===== src/rtl/nand_stat_pkg.sv =====
`timescale 1ns/1ps
package nand_stat_pkg;

    typedef enum logic [3:0] {
        S_IDLE,
        S_RDY_WAIT,
        S_CMD_LO,
        S_CMD_HI,
        S_WHR,
        S_RE_LO,
        S_RHW,
        S_WB,
        S_RST_WAIT,
        S_DONE
    } seq_state_e;

    typedef enum logic [1:0] {
        LIM_READ      = 2'd0,
        LIM_RST_FIRST = 2'd1,
        LIM_RST_LATER = 2'd2
    } busy_lim_e;

    localparam logic [7:0] OP_STATUS    = 8'h70;
    localparam logic [7:0] OP_READ_MODE = 8'h00;
    localparam logic [7:0] OP_RESET     = 8'hFF;

    typedef struct packed {
        seq_state_e  state;
        logic [7:0]  cmd;
        logic [7:0]  status;
        logic        ecc_fail;
        logic        timeout;
        logic        first_rst;
        logic        cle;
        logic        ce_n;
        logic        we_n;
        logic        re_n;
        logic [7:0]  io_out;
        logic        io_oe;
    } seq_regs_t;

    // nanoseconds to whole clock cycles, rounded up, never below one
    function automatic int unsigned ns_to_cycles(input int unsigned ns,
                                                 input int unsigned clk_ns);
        int unsigned c;
        c = (ns + clk_ns - 1) / clk_ns;
        if (c == 0) c = 1;
        return c;
    endfunction

    function automatic int unsigned max2(input int unsigned a, input int unsigned b);
        return (a > b) ? a : b;
    endfunction

endpackage


===== src/rtl/nst_rb_sync.sv =====
`timescale 1ns/1ps
module nst_rb_sync #(
    parameter int unsigned STAGES = 2
) (
    input  logic clk_i,
    input  logic rst_ni,
    input  logic d_i,
    output logic q_o
);
    logic [STAGES-1:0] chain_q;

    genvar g;
    generate
        for (g = 0; g < STAGES; g++) begin : g_stage
            always_ff @(posedge clk_i or negedge rst_ni) begin
                if (!rst_ni) begin
                    chain_q[g] <= 1'b1;
                end else begin
                    if (g == 0) chain_q[g] <= d_i;
                    else        chain_q[g] <= chain_q[(g == 0) ? 0 : g-1];
                end
            end
        end
    endgenerate

    assign q_o = chain_q[STAGES-1];
endmodule


===== src/rtl/nst_phase_timer.sv =====
`timescale 1ns/1ps
module nst_phase_timer #(
    parameter int unsigned W = 5
) (
    input  logic         clk_i,
    input  logic         rst_ni,
    input  logic         load_i,
    input  logic [W-1:0] val_i,
    output logic         zero_o
);
    logic [W-1:0] cnt_d, cnt_q;

    always_comb begin
        cnt_d = cnt_q;
        if (load_i)             cnt_d = val_i;
        else if (cnt_q != '0)   cnt_d = cnt_q - 1'b1;
    end

    always_ff @(posedge clk_i or negedge rst_ni) begin
        if (!rst_ni) cnt_q <= '0;
        else         cnt_q <= cnt_d;
    end

    assign zero_o = (cnt_q == '0);

    p_timer_counts_down_r2: assert property (@(posedge clk_i) disable iff (!rst_ni)
        (!load_i && cnt_q != '0) |=> (cnt_q == $past(cnt_q) - 1'b1));
endmodule


===== src/rtl/nst_busy_guard.sv =====
`timescale 1ns/1ps
module nst_busy_guard
    import nand_stat_pkg::*;
#(
    parameter int unsigned LIM_RD    = 14000,
    parameter int unsigned LIM_FIRST = 200000,
    parameter int unsigned LIM_LATER = 1000
) (
    input  logic      clk_i,
    input  logic      rst_ni,
    input  logic      arm_i,
    input  logic      rb_ready_i,
    input  busy_lim_e sel_i,
    output logic      over_o
);
    localparam int unsigned LIM_MAX = max2(max2(LIM_RD, LIM_FIRST), LIM_LATER);
    localparam int unsigned CW      = $clog2(LIM_MAX + 1);

    logic [CW-1:0] cnt_d, cnt_q, lim;

    always_comb begin
        unique case (sel_i)
            LIM_RST_FIRST: lim = CW'(LIM_FIRST);
            LIM_RST_LATER: lim = CW'(LIM_LATER);
            default:       lim = CW'(LIM_RD);
        endcase
    end

    always_comb begin
        cnt_d = cnt_q;
        if (!arm_i)                          cnt_d = '0;
        else if (!rb_ready_i && cnt_q < lim) cnt_d = cnt_q + 1'b1;
    end

    always_ff @(posedge clk_i or negedge rst_ni) begin
        if (!rst_ni) cnt_q <= '0;
        else         cnt_q <= cnt_d;
    end

    assign over_o = arm_i && (cnt_q >= lim);

    p_guard_idle_clear_r7: assert property (@(posedge clk_i) disable iff (!rst_ni)
        !arm_i |=> (cnt_q == '0));
endmodule


===== src/rtl/nand_ecc_status_seq.sv =====
`timescale 1ns/1ps
module nand_ecc_status_seq
    import nand_stat_pkg::*;
#(
    parameter int unsigned CLK_PERIOD_NS  = 5,
    parameter int unsigned T_WP_NS        = 10,
    parameter int unsigned T_WH_NS        = 10,
    parameter int unsigned T_WHR_NS       = 60,
    parameter int unsigned T_REA_NS       = 16,
    parameter int unsigned T_IN_SETUP_NS  = 4,
    parameter int unsigned T_RC_NS        = 20,
    parameter int unsigned T_RHW_NS       = 100,
    parameter int unsigned T_WB_NS        = 100,
    parameter int unsigned T_RD_BUSY_NS   = 70000,
    parameter int unsigned T_RST_FIRST_NS = 1000000,
    parameter int unsigned T_RST_LATER_NS = 5000,
    parameter int unsigned SYNC_STAGES    = 2
) (
    input  logic       clk_i,
    input  logic       rst_ni,
    input  logic       start_i,
    input  logic       reset_req_i,
    input  logic       rb_n_i,
    input  logic [7:0] io_in_i,
    output logic       cle_o,
    output logic       ce_n_o,
    output logic       we_n_o,
    output logic       re_n_o,
    output logic [7:0] io_out_o,
    output logic       io_oe_o,
    output logic       busy_o,
    output logic       done_o,
    output logic       ecc_fail_o,
    output logic       timeout_o,
    output logic [7:0] status_o
);
    localparam int unsigned N_WP   = ns_to_cycles(T_WP_NS, CLK_PERIOD_NS);
    localparam int unsigned N_WH   = ns_to_cycles(T_WH_NS, CLK_PERIOD_NS);
    localparam int unsigned N_WHR  = ns_to_cycles(T_WHR_NS, CLK_PERIOD_NS);
    localparam int unsigned N_RE   = max2(ns_to_cycles(T_REA_NS + T_IN_SETUP_NS, CLK_PERIOD_NS),
                                          ns_to_cycles(T_RC_NS, CLK_PERIOD_NS));
    localparam int unsigned N_RHW  = ns_to_cycles(T_RHW_NS, CLK_PERIOD_NS);
    localparam int unsigned N_WB   = ns_to_cycles(T_WB_NS, CLK_PERIOD_NS);
    localparam int unsigned N_RDB  = ns_to_cycles(T_RD_BUSY_NS, CLK_PERIOD_NS);
    localparam int unsigned N_RSTF = ns_to_cycles(T_RST_FIRST_NS, CLK_PERIOD_NS);
    localparam int unsigned N_RSTL = ns_to_cycles(T_RST_LATER_NS, CLK_PERIOD_NS);
    localparam int unsigned N_DMAX = max2(max2(max2(N_WP, N_WH), max2(N_WHR, N_RE)),
                                          max2(N_RHW, N_WB));
    localparam int unsigned TW     = $clog2(N_DMAX + 1);
    localparam int unsigned ACW    = $clog2(N_DMAX + 2);

    seq_regs_t  d, q;
    logic       rb_ready;
    logic       guard_arm, guard_over;
    busy_lim_e  guard_sel;
    logic       tmr_load, tmr_zero;
    logic [TW-1:0] tmr_val;

    nst_rb_sync #(.STAGES(SYNC_STAGES)) u_rb_sync (
        .clk_i  (clk_i),
        .rst_ni (rst_ni),
        .d_i    (rb_n_i),
        .q_o    (rb_ready)
    );

    nst_phase_timer #(.W(TW)) u_timer (
        .clk_i  (clk_i),
        .rst_ni (rst_ni),
        .load_i (tmr_load),
        .val_i  (tmr_val),
        .zero_o (tmr_zero)
    );

    assign guard_arm = (q.state == S_RDY_WAIT) || (q.state == S_RST_WAIT);
    assign guard_sel = (q.state == S_RST_WAIT) ? (q.first_rst ? LIM_RST_FIRST : LIM_RST_LATER)
                                               : LIM_READ;

    nst_busy_guard #(
        .LIM_RD    (N_RDB),
        .LIM_FIRST (N_RSTF),
        .LIM_LATER (N_RSTL)
    ) u_guard (
        .clk_i      (clk_i),
        .rst_ni     (rst_ni),
        .arm_i      (guard_arm),
        .rb_ready_i (rb_ready),
        .sel_i      (guard_sel),
        .over_o     (guard_over)
    );

    always_comb begin
        d        = q;
        tmr_load = 1'b0;
        tmr_val  = '0;
        unique case (q.state)
            S_IDLE: begin
                if (reset_req_i) begin
                    d.state    = S_CMD_LO;
                    d.cmd      = OP_RESET;
                    d.timeout  = 1'b0;
                    d.ecc_fail = 1'b0;
                    tmr_load   = 1'b1;
                    tmr_val    = TW'(N_WP - 1);
                end else if (start_i) begin
                    d.state    = S_RDY_WAIT;
                    d.timeout  = 1'b0;
                    d.ecc_fail = 1'b0;
                end
            end
            S_RDY_WAIT: begin
                if (guard_over) begin
                    d.state   = S_DONE;
                    d.timeout = 1'b1;
                end else if (rb_ready) begin
                    d.state  = S_CMD_LO;
                    d.cmd    = OP_STATUS;
                    tmr_load = 1'b1;
                    tmr_val  = TW'(N_WP - 1);
                end
            end
            S_CMD_LO: begin
                if (tmr_zero) begin
                    d.state  = S_CMD_HI;
                    tmr_load = 1'b1;
                    tmr_val  = TW'(N_WH - 1);
                end
            end
            S_CMD_HI: begin
                if (tmr_zero) begin
                    if (q.cmd == OP_STATUS) begin
                        d.state  = S_WHR;
                        tmr_load = 1'b1;
                        tmr_val  = TW'(N_WHR - 1);
                    end else if (q.cmd == OP_RESET) begin
                        d.state  = S_WB;
                        tmr_load = 1'b1;
                        tmr_val  = TW'(N_WB - 1);
                    end else begin
                        d.state = S_DONE;
                    end
                end
            end
            S_WHR: begin
                if (tmr_zero) begin
                    d.state  = S_RE_LO;
                    tmr_load = 1'b1;
                    tmr_val  = TW'(N_RE - 1);
                end
            end
            S_RE_LO: begin
                if (tmr_zero) begin
                    d.state    = S_RHW;
                    d.status   = io_in_i;
                    d.ecc_fail = io_in_i[0];
                    tmr_load   = 1'b1;
                    tmr_val    = TW'(N_RHW - 1);
                end
            end
            S_RHW: begin
                if (tmr_zero) begin
                    d.state  = S_CMD_LO;
                    d.cmd    = OP_READ_MODE;
                    tmr_load = 1'b1;
                    tmr_val  = TW'(N_WP - 1);
                end
            end
            S_WB: begin
                if (tmr_zero) d.state = S_RST_WAIT;
            end
            S_RST_WAIT: begin
                if (guard_over) begin
                    d.state     = S_DONE;
                    d.timeout   = 1'b1;
                    d.first_rst = 1'b0;
                end else if (rb_ready) begin
                    d.state     = S_DONE;
                    d.first_rst = 1'b0;
                end
            end
            S_DONE: begin
                d.state = S_IDLE;
            end
            default: begin
                d.state = S_IDLE;
            end
        endcase

        // bus pins follow the next state so they leave the flops glitch-free
        d.ce_n   = (d.state == S_IDLE) || (d.state == S_DONE);
        d.cle    = (d.state == S_CMD_LO) || (d.state == S_CMD_HI);
        d.we_n   = (d.state != S_CMD_LO);
        d.re_n   = (d.state != S_RE_LO);
        d.io_oe  = d.cle;
        d.io_out = d.cle ? d.cmd : 8'h00;
    end

    always_ff @(posedge clk_i or negedge rst_ni) begin
        if (!rst_ni) begin
            q           <= '0;
            q.state     <= S_IDLE;
            q.first_rst <= 1'b1;
            q.ce_n      <= 1'b1;
            q.we_n      <= 1'b1;
            q.re_n      <= 1'b1;
        end else begin
            q <= d;
        end
    end

    assign cle_o      = q.cle;
    assign ce_n_o     = q.ce_n;
    assign we_n_o     = q.we_n;
    assign re_n_o     = q.re_n;
    assign io_out_o   = q.io_out;
    assign io_oe_o    = q.io_oe;
    assign busy_o     = (q.state != S_IDLE);
    assign done_o     = (q.state == S_DONE);
    assign ecc_fail_o = q.ecc_fail;
    assign timeout_o  = q.timeout;
    assign status_o   = q.status;

    // interval counters kept for the timing properties below
    logic [ACW-1:0] we_hi_cnt_q, re_hi_cnt_q, re_lo_cnt_q;
    localparam logic [ACW-1:0] ACNT_MAX = '1;

    always_ff @(posedge clk_i or negedge rst_ni) begin
        if (!rst_ni) begin
            we_hi_cnt_q <= ACNT_MAX;
            re_hi_cnt_q <= ACNT_MAX;
            re_lo_cnt_q <= '0;
        end else begin
            if (!we_n_o)                      we_hi_cnt_q <= '0;
            else if (we_hi_cnt_q != ACNT_MAX) we_hi_cnt_q <= we_hi_cnt_q + 1'b1;
            if (!re_n_o)                      re_hi_cnt_q <= '0;
            else if (re_hi_cnt_q != ACNT_MAX) re_hi_cnt_q <= re_hi_cnt_q + 1'b1;
            if (re_n_o)                       re_lo_cnt_q <= '0;
            else if (re_lo_cnt_q != ACNT_MAX) re_lo_cnt_q <= re_lo_cnt_q + 1'b1;
        end
    end

    p_strobe_in_cmd_r1: assert property (@(posedge clk_i) disable iff (!rst_ni)
        !we_n_o |-> (cle_o && io_oe_o && !ce_n_o));
    p_whr_gap_r2: assert property (@(posedge clk_i) disable iff (!rst_ni)
        $fell(re_n_o) |-> (we_hi_cnt_q >= ACW'(N_WHR)));
    p_re_width_r3: assert property (@(posedge clk_i) disable iff (!rst_ni)
        $rose(re_n_o) |-> (re_lo_cnt_q >= ACW'(N_RE)));
    p_rhw_gap_r4: assert property (@(posedge clk_i) disable iff (!rst_ni)
        $fell(we_n_o) |-> (re_hi_cnt_q >= ACW'(N_RHW)));
    p_done_single_r5: assert property (@(posedge clk_i) disable iff (!rst_ni)
        done_o |=> !done_o);
    p_timeout_clean_r8: assert property (@(posedge clk_i) disable iff (!rst_ni)
        (done_o && timeout_o && q.cmd != OP_RESET) |-> !ecc_fail_o);
    p_hold_busy_r9: assert property (@(posedge clk_i) disable iff (!rst_ni)
        (busy_o && !done_o) |=> busy_o);
    p_idle_quiet_r10: assert property (@(posedge clk_i) disable iff (!rst_ni)
        !busy_o |-> (ce_n_o && we_n_o && re_n_o && !cle_o && !io_oe_o));
endmodule


===== config.mk =====
export PLATFORM = sky130hd
export DESIGN_NAME = nand_ecc_status_seq
export DESIGN_NICKNAME = d
export VERILOG_FILES = /design/src/rtl/nand_stat_pkg.sv /design/src/rtl/nst_rb_sync.sv /design/src/rtl/nst_phase_timer.sv /design/src/rtl/nst_busy_guard.sv /design/src/rtl/nand_ecc_status_seq.sv
export SDC_FILE = /design/constraint.sdc
export NUM_CORES = 1
export LEC_CHECK = 0
export BUFFER_PORTS_ARGS = -buffer_cell sky130_fd_sc_hd__buf_2
export CAP_MARGIN = 20
export CORE_MARGIN = 1
export CORE_UTILIZATION = 25
export CTS_CLUSTER_DIAMETER = 80
export DETAILED_ROUTE_END_ITERATION = 8
export GPL_TIMING_DRIVEN = 0
export PLACE_DENSITY = 0.39
export RECOVER_POWER = 100
export REMOVE_ABC_BUFFERS = 1
export SETUP_SLACK_MARGIN = 0.4
export SYNTH_ARGS = -nofsm -noshare
export SYNTH_HDL_FRONTEND = slang
export SYNTH_SLANG_ARGS = --single-unit

===== constraint.sdc =====
create_clock -name clk_i -period 9.13 [get_ports clk_i]
set_input_delay 1.3695 -clock clk_i [delete_from_list [all_inputs] [get_ports clk_i]]
set_output_delay 1.3695 -clock clk_i [all_outputs]
set_load 0.02 [all_outputs]

==> results by group <==
GRT
  • First-pass GRT wire length: 12.7 mm
  • Vias in the first global route: 2471
  • Global Route Usage Sum: 0.125
  • Pin count of the biggest net entering global routing: 61
  • Antenna violations before repair: 0
  • Congestion Overflow GR: 0

Synthesis
  • Post-Syn Area: 3290 um^2
  • Synth area leaders: dfrtp_1 (41%), nor2_1 (6.0%), ha_1 (5.3%)
  • Yosys top cell by area: dfrtp_1
  • Cells after Synth: 338
  • Main synth FF type: dfrtp_1
  • Mean Syn Cell Area: 9.74 um^2
  • Sequential area share after synthesis: 0.459
  • Yosys warns: 0
  • Synth async-reset ratio: 1.00
  • Synth top area share: 0.411
  • Most frequent cells after synthesis: dfrtp_1 (54), nor2_1 (53), nand2_1 (24)
  • Top-count cell post-synth: dfrtp_1
  • FF+latch count, synth: 60
  • Post-synth EDFFs: 0
  • Unique cell type count in the Yosys netlist: 59

Detailed routing
  • Via density: 4.53
  • Post-route ant nets: 0
  • Iteration-0 DRC count of the detailed router: 92
  • Drc violations: 0
  • WL per Instance: 14.2 um
  • Via count: 2435
  • Post-detailed-routing wire length: 7.62 mm
  • DR pass1 iterations: 4

STA
  • RSZ-0062 raised after global routing: no
  • Worst Max-Slew Pin Slew: 3310 ps
  • Layout Skew: 12.0 ps
  • Final Hold Fails: 0
  • Final setup fails: 0
  • PnR worst setup slack: 4340 ps
  • Max_slew headroom: -1.21
  • Final period util: 0.524
  • Peak Freq: 0.209 GHz
  • Setup_tns: 0 ps
  • Slew Viols, Final: 61
  • Min cycle time layout: 4790 ps

CTS
  • Worst skew pair latency: 330 ps
  • CTS H-tree depth: 3
  • Num CTS Buffers: 9
  • Cts repair resizes: 0
  • Clock transition at the registers of the reported paths: 50 ps
  • Hold_buf cts: 0
  • Root Driver: clkbuf_16
  • Clock Sinks: 60
  • CTS tree: done
  • Clk buf depth: 2
  • Setup Fix Bufs, Post-CTS: 0

Worst setup path
  • Cell family with most CP delay: compound AO/OA/AOI/OAI gates
  • Critical-path cell list: or4b_1 > clkinvlp_2 > nand2_1 > ha_1 > a211oi_1 > nor2_1 > o32a_1 > nand3b_1 > o21ai_0 > nor2_1 > nor3_1
  • Slowest CP cell: o21ai_0
  • CP startpoint kind: register
  • CP peak stage delay: 1080 ps
  • Crit Path Max Fanout: 11
  • Worst path required time: 9360 ps
  • Critical path type: register to register
  • CP bufs+invs: 1
  • Critical Path End Type: register
  • R2r setup slk: 4340 ps
  • Worst EP arrival: 5010 ps
  • CP dominant cell by count: nor2_1

Min path
  • Worst min-delay path category: register to register

Placement
  • # placed instances: 521
  • Post-DP HPWL: 5.37 mm
  • Worst slack, placed: 5030 ps
  • IO buf count: 37
  • GP Congestion: 0.735

Die
  • Chip Height: 117 um
  • Die area: 13600 um^2
  • Initial Util: 0.259
  • I/O pin total: 38
  • Die extent in x: 117 um
  • # rows: 41
  • Core outline area: 12700 um^2

Layout
  • Fin cells: 538
  • Antenna diode count: 0
  • Nets: 388
  • Share of layout cells above drive strength 1: 0.134
  • Layout area overhead: 14.9%

Outcome
  • Outcome: finished with violations
  • Failing checks: capacitance limit, slew limit

Pwr
  • PwrDens: 281 nW/um^2
  • Maximum VDD drop: 0.0885 mV
  • P_leak: 1.59 nW

Run
  • Max cap viols: 1
## state kept, by name (all words and copies together) (netlist names)
name               count
ce_n_o                 1
ecc_fail_o             1
io_oe_o                1
io_out_o               8
q                     13
re_n_o                 1
status_o               8
timeout_o              1
u_guard.cnt_q         18
u_rb_sync.chain_q      1
u_rb_sync.q_o          1
u_timer.cnt_q          5
we_n_o                 1
## cells in the final DEF, fill, tap and decap left out, types with 2 or more instances in the layout
cell | netlist | layout
xnor2_1 | 3 | 3
and3_1 | 7 | 7
a21oi_1 | 12 | 12
o311ai_0 | 2 | 2
bufinv_16 | 0 | 2
nor3_1 | 4 | 4
xor2_1 | 16 | 16
o211ai_1 | 2 | 2
nand4_1 | 10 | 10
nor2_1 | 53 | 52
and4_1 | 2 | 2
or3_1 | 2 | 2
o21ai_0 | 8 | 12
clkbuf_1 | 6 | 28
buf_2 | 1 | 11
a221oi_1 | 1 | 2
nor2b_1 | 4 | 4
ha_1 | 14 | 14
nand3b_1 | 2 | 2
nand2b_1 | 3 | 3
or4_1 | 2 | 2
dfstp_2 | 6 | 6
o221ai_1 | 1 | 2
mux2_2 | 8 | 8
nor4_1 | 2 | 2
clkinv_2 | 0 | 3
a211oi_1 | 1 | 2
o21a_1 | 7 | 7
inv_1 | 10 | 10
dfrtp_1 | 54 | 54
a21oi_2 | 2 | 2
nand3_1 | 20 | 20
clkbuf_16 | 0 | 9
nand2_1 | 24 | 24
## path summary, 6_finish.rpt
path,to,start,depth (start not counted)
setup / recovery,io_oe_o$_DFF_PN0_,q[33]$_DFF_PN0_,11
hold reg to reg,u_rb_sync.q_o$_DFF_PN1_,u_rb_sync.chain_q[0]$_DFF_PN1_,0
hold / removal,u_rb_sync.q_o$_DFF_PN1_,u_rb_sync.chain_q[0]$_DFF_PN1_,0
min in group asynchronous,u_guard.cnt_q[11]$_DFFE_PN0P_,rst_ni,1
setup reg to reg,io_oe_o$_DFF_PN0_,q[33]$_DFF_PN0_,11
max in group asynchronous,q[32]$_DFF_PN0_,rst_ni,1
## through the flow
| stage | instance area (um^2) | total power, mW | utilization | hold WS (ps) |
|---|---|---|---|---|
| global route | 3780 | 1.15 | 0.297 | 358 |
| detailed placement | 3530 | 0.724 | 0.277 | 349 |
| CTS | 3850 | 1.10 | 0.302 | 357 |
| global placement | 3510 | 0.717 | 0.276 | 349 |
| floorplan | 3110 | 0.609 | - | 345 |
| finish | 3780 | 1.06 | 0.297 | 355 |
## cell type report
type                       count  area, um^2
fill                        1433        8940
inverter                      11        42.5
timing repair buffer          39         161
multi-input combinational    240        1540
clock buffer                  11         243
sequential                    60        1510
tap                          172         215
clock inverter                 5        75.1
## where the power goes
group          internal, mW  switching [mW]
sequential            0.330          0.0524
clock                 0.245           0.120
combinational         0.109           0.207
total                 0.684           0.379
## cell families after synthesis
| logic type | Yosys count | share of synthesized area |
|---|---|---|
| XOR/XNOR | 19 | 0.0506 |
| AND/OR/NAND/NOR | 146 | 0.221 |
| multiplexers | 9 | 0.0304 |
| adder cells (fa/ha/maj) | 14 | 0.0532 |
| AO/OA/AOI/OAI | 52 | 0.117 |
| buffers and inverters | 38 | 0.0692 |
| flip-flops | 60 | 0.459 |
## layer usage
| metal | GRT usage | up-vias | part of all wire |
|---|---|---|---|
| met5 | 0 | - | 0 |
| met4 | 0.0506 | 0 | 0.0079 |
| met3 | 0.0301 | 4 | 0.026 |
| met2 | 0.197 | 27 | 0.47 |
| met1 | 0.164 | 1191 | 0.50 |
| li1 | - | 1213 | - |
Note: power is estimated with default switching activity, not from simulation.
